==> config.mk <==
export PLATFORM = sky130hd
export DESIGN_NAME = bus_narrower
export DESIGN_NICKNAME = d
export VERILOG_FILES = /design/src/rtl/bus_narrower_pkg.sv /design/src/rtl/bn_lane_need.sv /design/src/rtl/bn_lane_pick.sv /design/src/rtl/bn_read_gather.sv /design/src/rtl/bus_narrower.sv
export SDC_FILE = /design/constraint.sdc
export NUM_CORES = 1
export LEC_CHECK = 0
export ABC_AREA = 1
export BUFFER_PORTS_ARGS = -buffer_cell sky130_fd_sc_hd__buf_2
export CAP_MARGIN = 20
export CORE_ASPECT_RATIO = 1.2
export CORE_MARGIN = 5
export CORE_UTILIZATION = 29
export CTS_BUF_LIST = sky130_fd_sc_hd__clkbuf_2
export DETAILED_ROUTE_END_ITERATION = 12
export RECOVER_POWER = 100
export SYNTH_ARGS = -nofsm -noshare
export SYNTH_HDL_FRONTEND = slang
export SYNTH_SLANG_ARGS = --single-unit
==> constraint.sdc <==
create_clock -name clk -period 3.97 [get_ports clk]
set_clock_uncertainty 0.15 [all_clocks]
set_input_delay 0.397 -clock clk [delete_from_list [all_inputs] [get_ports clk]]
set_output_delay 0.397 -clock clk [all_outputs]
set_load 0.01 [all_outputs]
==> src/rtl/bus_narrower_pkg.sv <==
// Shared types for the bus width narrower.
// Assumes nothing beyond a single clock domain.
package bus_narrower_pkg;
    typedef enum logic [1:0] {
        ST_IDLE = 2'd0,
        ST_BUSY = 2'd1,
        ST_DONE = 2'd2
    } bn_state_t;
endpackage

==> src/rtl/bn_lane_need.sv <==
// Marks each narrow word that holds at least one enabled master byte lane.
// Assumes LPW * NW == 4.
module bn_lane_need #(
    parameter int NW  = 2,
    parameter int LPW = 2
) (
    input  logic [3:0]    be,
    output logic [NW-1:0] need
);
    for (genvar i = 0; i < NW; i++) begin : g_word
        // A narrow word is needed when any of its lanes is enabled.
        assign need[i] = |be[i*LPW +: LPW];
    end
endmodule

==> src/rtl/bn_lane_pick.sv <==
// Picks the lowest pending narrow word and gives its index and one-hot mask.
// Assumes rem may be zero; idx is then zero and onehot is empty.
module bn_lane_pick #(
    parameter int NW   = 2,
    parameter int IDXW = 1
) (
    input  logic [NW-1:0]   rem,
    output logic [IDXW-1:0] idx,
    output logic [NW-1:0]   onehot
);
    // Priority scan from the top so the lowest set bit wins.
    always_comb begin
        idx = '0;
        for (int i = NW - 1; i >= 0; i--) begin
            if (rem[i]) idx = IDXW'(i);
        end
    end

    // Isolate the lowest set bit.
    assign onehot = rem & (~rem + NW'(1));
endmodule

==> src/rtl/bn_read_gather.sv <==
// Holding register that collects narrow read data into its own byte lanes.
// Assumes clr and cap are never high together; disabled lanes stay zero.
module bn_read_gather #(
    parameter int SLV_W = 16,
    parameter int NW    = 2,
    parameter int LPW   = 2,
    parameter int IDXW  = 1
) (
    input  logic             clk,
    input  logic             rst_n,
    input  logic             clr,
    input  logic             cap,
    input  logic [IDXW-1:0]  idx,
    input  logic [3:0]       be_q,
    input  logic [SLV_W-1:0] s_rdata,
    output logic [31:0]      hold
);
    for (genvar b = 0; b < 4; b++) begin : g_lane
        localparam int OWNER = b / LPW;
        localparam int SUB   = b % LPW;
        logic lane_we;

        // A lane loads when its narrow word completes and the lane is enabled.
        assign lane_we = cap && (idx == IDXW'(OWNER)) && be_q[b];

        // Per-lane storage with reset and clear to zero.
        always_ff @(posedge clk) begin
            if (!rst_n)       hold[b*8 +: 8] <= 8'h00;
            else if (clr)     hold[b*8 +: 8] <= 8'h00;
            else if (lane_we) hold[b*8 +: 8] <= s_rdata[SUB*8 +: 8];
        end
    end
endmodule

==> src/rtl/bus_narrower.sv <==
// Splits 32-bit master accesses into 8- or 16-bit slave cycles, one per
// narrow word that has an enabled lane, lowest first.
// Assumes: the master holds its request stable until m_wait is low and never
// raises read and write together; the slave eventually drops s_wait.
module bus_narrower #(
    parameter int SLV_W  = 16,
    parameter int MST_AW = 8,
    localparam int LPW    = SLV_W / 8,
    localparam int NW     = 32 / SLV_W,
    localparam int IDXW   = $clog2(NW),
    localparam int SLV_AW = MST_AW + IDXW
) (
    input  logic              clk,
    input  logic              rst_n,
    input  logic [MST_AW-1:0] m_addr,
    input  logic              m_read,
    input  logic              m_write,
    input  logic [31:0]       m_wdata,
    input  logic [3:0]        m_be,
    output logic [31:0]       m_rdata,
    output logic              m_wait,
    output logic [SLV_AW-1:0] s_addr,
    output logic              s_read,
    output logic              s_write,
    output logic [SLV_W-1:0]  s_wdata,
    output logic [LPW-1:0]    s_be,
    input  logic [SLV_W-1:0]  s_rdata,
    input  logic              s_wait
);
    import bus_narrower_pkg::*;

    bn_state_t         state;
    logic [MST_AW-1:0] addr_q;
    logic [3:0]        be_q;
    logic [31:0]       wdata_q;
    logic              wr_q;
    logic [NW-1:0]     rem_q;
    logic [NW-1:0]     need;
    logic [NW-1:0]     onehot;
    logic [NW-1:0]     rem_next;
    logic [IDXW-1:0]   idx;
    logic              req;
    logic              busy;
    logic              hs;
    logic              accept;

    assign req      = m_read | m_write;
    assign busy     = (state == ST_BUSY);
    assign hs       = busy && !s_wait;
    assign accept   = (state == ST_IDLE) && req;
    assign rem_next = rem_q & ~onehot;

    bn_lane_need #(.NW(NW), .LPW(LPW)) u_need (
        .be   (m_be),
        .need (need)
    );

    bn_lane_pick #(.NW(NW), .IDXW(IDXW)) u_pick (
        .rem    (rem_q),
        .idx    (idx),
        .onehot (onehot)
    );

    bn_read_gather #(.SLV_W(SLV_W), .NW(NW), .LPW(LPW), .IDXW(IDXW)) u_gather (
        .clk     (clk),
        .rst_n   (rst_n),
        .clr     (accept),
        .cap     (hs && !wr_q),
        .idx     (idx),
        .be_q    (be_q),
        .s_rdata (s_rdata),
        .hold    (m_rdata)
    );

    // Sequencer: latch the access, walk the pending narrow words, then release.
    always_ff @(posedge clk) begin
        if (!rst_n) begin
            state   <= ST_IDLE;
            addr_q  <= '0;
            be_q    <= '0;
            wdata_q <= '0;
            wr_q    <= 1'b0;
            rem_q   <= '0;
        end else begin
            case (state)
                ST_IDLE: begin
                    if (req) begin
                        addr_q  <= m_addr;
                        be_q    <= m_be;
                        wdata_q <= m_wdata;
                        wr_q    <= m_write;
                        rem_q   <= need;
                        state   <= (|need) ? ST_BUSY : ST_DONE;
                    end
                end
                ST_BUSY: begin
                    if (!s_wait) begin
                        rem_q <= rem_next;
                        if (rem_next == '0) state <= ST_DONE;
                    end
                end
                default: state <= ST_IDLE;
            endcase
        end
    end

    // Narrow-side lane slice for the word being served.
    always_comb begin
        s_be    = '0;
        s_wdata = '0;
        for (int i = 0; i < NW; i++) begin
            if (busy && idx == IDXW'(i)) begin
                s_be    = be_q[i*LPW +: LPW];
                s_wdata = wdata_q[i*SLV_W +: SLV_W];
            end
        end
    end

    assign s_addr  = {addr_q, idx};
    assign s_read  = busy && !wr_q;
    assign s_write = busy && wr_q;
    assign m_wait  = req && (state != ST_DONE);

    // Handshake counter used only by the bound check below.
    logic [IDXW:0] hs_cnt;
    always_ff @(posedge clk) begin
        if (!rst_n)      hs_cnt <= '0;
        else if (accept) hs_cnt <= '0;
        else if (hs)     hs_cnt <= hs_cnt + 1'b1;
    end

    AST_NO_EMPTY_CYCLE: assert property (@(posedge clk) disable iff (!rst_n)
        (s_read || s_write) |-> (s_be != '0));

    AST_BE_NEEDS_STROBE: assert property (@(posedge clk) disable iff (!rst_n)
        (s_be != '0) |-> (s_read || s_write));

    AST_ONE_STROBE: assert property (@(posedge clk) disable iff (!rst_n)
        !(s_read && s_write));

    AST_ASCENDING_ADDR: assert property (@(posedge clk) disable iff (!rst_n)
        ((s_read || s_write) && !s_wait) |=> (!(s_read || s_write) || (s_addr > $past(s_addr))));

    AST_SLAVE_HOLD: assert property (@(posedge clk) disable iff (!rst_n)
        ((s_read || s_write) && s_wait) |=> ($stable(s_addr) && $stable(s_be) && $stable(s_wdata)
                                             && $stable(s_read) && $stable(s_write)));

    AST_CYCLE_BOUND: assert property (@(posedge clk) disable iff (!rst_n)
        hs |-> (hs_cnt < (IDXW+1)'(NW)));

    AST_ZERO_BE_SKIP: assert property (@(posedge clk) disable iff (!rst_n)
        (accept && m_be == 4'h0) |=> (!s_read && !s_write && m_rdata == 32'h0));

    AST_RESET_IDLE: assert property (@(posedge clk)
        !rst_n |=> (!s_read && !s_write && m_rdata == 32'h0));
endmodule

==> impl_metrics.ini, run 1 <==
[synth]
syn_nets = 624
yosys-top-cells-count = 109 x nor2_1, 89 x nand2_1, 87 x inv_1
yosys.area.top_type = dfxtp_1
ys_seq_area_share_pct = 42.6
async_flop_share_pct = 0
synth_edf_count = 0
ys_top_cells_by_area = dfxtp_1 43%, nor2_1 11%, nand2_1 8.8%
synth_most_common_cell = nor2_1
syn_avg_cell_area_um2 = 6.81
synth_top_flop_cell = dfxtp_1
ys_warn_count = 0
ys_ff_latch = 81
synth.distinct_cells = 24
synth_cells = 559
synth_top_area_share_pct = 42.6
synthesis.area_mm2 = 0.00381

[sta]
min_period_ns = 3.18
finalCritPeriodShare_pct = 80.1
drv_slew = 47
rsz0062_at_grt = no
maxSlewHeadroom_pct = -11.9
setup_viol = 0
tightestPinTransition_ns = 1.68
fmax_mhz = 314
hold_viol = 0
tns_ns = 0

[final_layout]
fillers = 1404
diodes = 0
nNetsFinal = 779
fin_cells = 883
layout-drive-gt1-share_pct = 15.7
syn_to_final_growth_pct = 31.5

[clock_tree]
clock_path_buffers = 2
cts_htree_levels = 3
post_cts_buffers = 0
cts_sinks = 81
clk_pin_slew_ns = 0.24
clk_latency_ns = 0.54
cts-root-buf = clkbuf_2
cts-buffers-inserted = 9
cts_tree = built
postCtsHoldBufs = 49
cts_resized = 0

[floorplanning]
start_util_pct = 29.8
rows = 45
io_pins = 127
dieArea_mm2 = 0.0155
coreArea_mm2 = 0.0128
die_h_um = 136
fp.dieW_um = 115

[worst_setup_path]
max_stage_delay_ns = 0.67
cp_cell_sequence = nand2_1 > inv_1 > clkbuf_1 > nand3_1 > nand2_1 > clkbuf_1
crit_fanout = 28
slowest_stage = inv_1
r2r_slack_ns = 0.94
worstPathRequired_ns = 3.42
path_buf_inv = 3
setup.worst_path.class = reg2out
cp_data_arrival_time_ns = 2.63
start_kind = flop
endpoint_kind = output port
crit_family = buffers and inverters

[flow_run]
max_cap_violations = 1

[grt]
grt_pass1_wl_um = 17600
grt_pass1_vias = 3682
grt_overflow = 0
antenna_found_initial = 0
grt.total_usage_pct = 14.2
grt_max_degree = 49

[power]
p_leak_nw = 2.27
peakVddDrop_mv = 0.169
powerDensity_mw_per_mm2 = 406

[hold_path]
hp-class = in2reg

[place]
port_buffers = 126
place_hpwl_um = 7560
dpl.cell_count = 817
place.gp.congestion = 0.748

[status]
status = finished, violations left
violations = capacitance limit, slew limit

[drt]
postRouteAntennaNets = 0
drt_iter0_drc = 237
vias = 3935
drtPass1Iterations = 6
totalWireLength_um = 11200
avgViaCountPerCell = 4.46
drc = 0
routedWlPerCell_um = 12.7
==> worst paths after layout <==
check	from	to	depth (start not counted)
setup reg to reg	state[0]	u_gather.hold[5]	6
setup / recovery	state[0]	s_wdata[1]	6
hold / removal	s_rdata[15]	u_gather.hold[31]	5
hold reg to reg	wdata_q[27]	wdata_q[27]	2
==> registers in the layout, indices dropped and copies added, names as in the netlist <==
signal and cells:
addr_q 8, wr_q 1, state 2, u_gather.hold 32, be_q 4, wdata_q 32, rem_q 2
==> report_power, final <==
group | internal [mW] | switching, mW
sequential | 0.905 | 0.0727
clock | 0.209 | 0.307
combinational | 0.186 | 0.352
==> cells in the final DEF, fill, tap and decap left out, drive strengths merged, types with 3 or more instances in the layout <==
cell,Yosys,routed
inv,90,90
nor2,133,133
dfxtp,81,81
clkinv,0,5
nand3,39,39
nand2,92,92
clkbuf,16,72
dlygate4sd3,0,49
nand4,36,36
buf,19,67
o21ai,48,48
a21oi,3,3
==> worst register-to-register path, delay by kind of cell (launching register included) <==
family	cells	cell delay, ns
simple gates	4	1.67
compound gates	1	0.10
flops	1	0.44
buf+inv	1	0.63
==> routing by layer <==
metal	wire length (µm)	track usage, %	up-vias
met1	4820	17.4	1745
met2	5460	24.5	132
li1	-	-	2047
met4	114	3.76	0
met5	0	0	-
met3	830	3.62	11
==> kinds of logic after synthesis <==
logic type | Yosys count | synth area share [%]
buffers and inverters | 125 | 14.1
AND/OR/NAND/NOR | 301 | 36.3
AO/OA/AOI/OAI | 52 | 7.00
flip-flops | 81 | 42.6
==> area by class of cell <==
type / count / area (µm²) / area share (%)
repair buffers: 179 / 1070 / 21.5
inverters: 90 / 338 / 6.75
flip-flops and latches: 81 / 1620 / 32.4
multi-input cells: 353 / 1630 / 32.5
clock buffers: 9 / 45.0 / 0.900
well taps: 164 / 205 / 4.10
clock inverters: 7 / 95.1 / 1.90
==> stage by stage <==
step	utilization (%)	setup WS, ns	instance area [µm²]	total power, mW	hold slack, ns
CTS	39.9	0.981	5100	2.06	0.00124
detailed placement	35.0	1.66	4470	1.51	0.317
finish	39.2	0.790	5010	2.03	0.0480
global route	39.2	0.526	5010	2.17	0.00981
floorplan	-	2.32	3810	1.37	0.303
global placement	35.0	1.72	4470	1.51	0.311
(Power assumes the default switching activity.)
==> run 2, diff against run 1 <==
==> constraint.sdc (replaced) <==
create_clock -name clk -period 3.1 [get_ports clk]
set_clock_uncertainty 0.15 [all_clocks]
set_input_delay 0.31 -clock clk [delete_from_list [all_inputs] [get_ports clk]]
set_output_delay 0.31 -clock clk [all_outputs]
set_load 0.01 [all_outputs]
==> run 2 against run 1 <==
Compared with the run above: the flow now finishes without violations; die area did not move; via count up 1.4%; power increased by 25%; sequential share of layout area down 0.87 points; combinational power increased by 30%; worst hold slack better by 0.31 ns; flip-flop and latch count stayed put; critical path type unchanged.
==> impl_metrics.ini, run 2 (synthesis gave the netlist of run 1 again) <==
[clock_tree]
post_cts_buffers = 0
clk_latency_ns = 0.55
cts-root-buf = clkbuf_2
postCtsHoldBufs = 65
cts_resized = 0
clk_pin_slew_ns = 0.25
clock_path_buffers = 2
cts-buffers-inserted = 9
cts_htree_levels = 3
cts_sinks = 81
cts_tree = built

[place]
port_buffers = 126
place.gp.congestion = 0.794
place_ws_ns = 1.00
place_hpwl_um = 7550

[flow_run]
max_cap_violations = 0

[floorplanning]
start_util_pct = 29.8
coreArea_mm2 = 0.0128
dieArea_mm2 = 0.0155
die_h_um = 136
rows = 45
fp.dieW_um = 115
io_pins = 127

[drt]
drc = 0
drtPass1Iterations = 4
routedWlPerCell_um = 12.7
drt_iter0_drc = 224
avgViaCountPerCell = 4.43
totalWireLength_um = 11400
postRouteAntennaNets = 0
vias = 3990

[sta]
worst_slack_ns = 0.322
hold_viol = 0
tightestPinTransition_ns = 1.19
finalCritPeriodShare_pct = 89.6
rsz0062_at_grt = no
tns_ns = 0
maxSlewHeadroom_pct = 20.5
min_period_ns = 2.78
drv_slew = 0
setup_viol = 0
fmax_mhz = 360

[status]
status = completed

[worst_setup_path]
r2r_slack_ns = 0.59
endpoint_kind = output port
crit_fanout = 20
setup.worst_path.class = reg2out
worstPathRequired_ns = 2.64
r2r-end = u_gather.hold[0]
cp_data_arrival_time_ns = 2.32
start_kind = flop
rr_worst_depth = 6
r2r-start = state[0]

[final_layout]
diodes = 0
reg_top3 = u_gather.hold: 32 flops, wdata_q: 32 flops, addr_q: 8 flops
layout_commonest_cell = nor2_1
final_core_util_pct = 40.3
nNetsFinal = 796
syn_to_final_growth_pct = 35.2
layout-drive-gt1-share_pct = 15.9
mostFrequentLayoutCells = 111 x nor2_1, 90 x nand2_1, 87 x inv_1, 81 x dfxtp_1, 66 x buf_2

[grt]
grt_overflow = 0
antenna_found_initial = 0
grt_pass1_wl_um = 18100
grt_max_degree = 48
grt_pass1_vias = 3723
grt.total_usage_pct = 14.5

[hold_path]
hold_start = rem_q[0]
holdPathEnd = rem_q[0]
whs_path_depth = 2
hp-class = reg2reg

[power]
powerDensity_mw_per_mm2 = 494
p_leak_nw = 2.33
peakVddDrop_mv = 0.175
## run 2: changes by cell type in the layout (fill, tap and decap cells not counted), sizes merged
cell         before  now
dlygate4sd3      49   65
buf              67   71
clkbuf           72   69
clkinv            5    2
clkinvlp          0    3
bufinv            2    1
inv              90   91
## run 2: worst max-delay path, stage by stage, from the launching register on
cell      delay, ns
dfxtp_1        0.41
nand2_1        0.14
inv_1          0.49
buf_4          0.34
nand3_1        0.12
nand2_1        0.11
clkbuf_1       0.15
## run 2: cell type report
cell class              count  area [µm²]
well taps                 164         205
fillers                  1354        7630
repair buffers            196        1240
flip-flops and latches     81        1620
multi-input cells         353        1620
inverters                  90         338
clock buffers               9        45.0
clock inverters             7        70.1
## run 2: stage by stage
stage          power (mW)  hold slack, ns  cell area, µm²  cells
2_1_floorplan        1.76           0.303            3810    559
3_3_place_gp         1.94           0.315            4490    819
3_5_place_dp         1.94           0.323            4490    819
4_1_cts              2.60           0.317            5250    900
5_1_grt              2.73           0.303            5150    900
6_report             2.54           0.357            5150    900
## run 2: worst max-delay path by stage
| stage | startpoint | end | cells past startpoint |
|---|---|---|---|
| after detailed placement | state[0] | s_wdata[14] | 6 |
| after CTS | state[0] | s_wdata[14] | 6 |
| after floorplan | state[0] | s_be[0] | 6 |
| after global placement | state[0] | s_wdata[12] | 6 |
| after global routing | state[0] | s_wdata[7] | 6 |
| final | state[0] | s_wdata[7] | 6 |
## run 2: report_power, final
part,internal (mW),switching [mW]
clock,0.184,0.406
sequential,1.16,0.0938
combinational,0.250,0.451
## run 2: metal layers
metal	vias to the layer above	part of all wire [%]	GRT usage, %
met1	1772	44	18.0
met5	-	0	0
li1	2072	-	-
met3	19	6.7	3.31
met2	127	48	24.5
met4	0	1.6	5.02
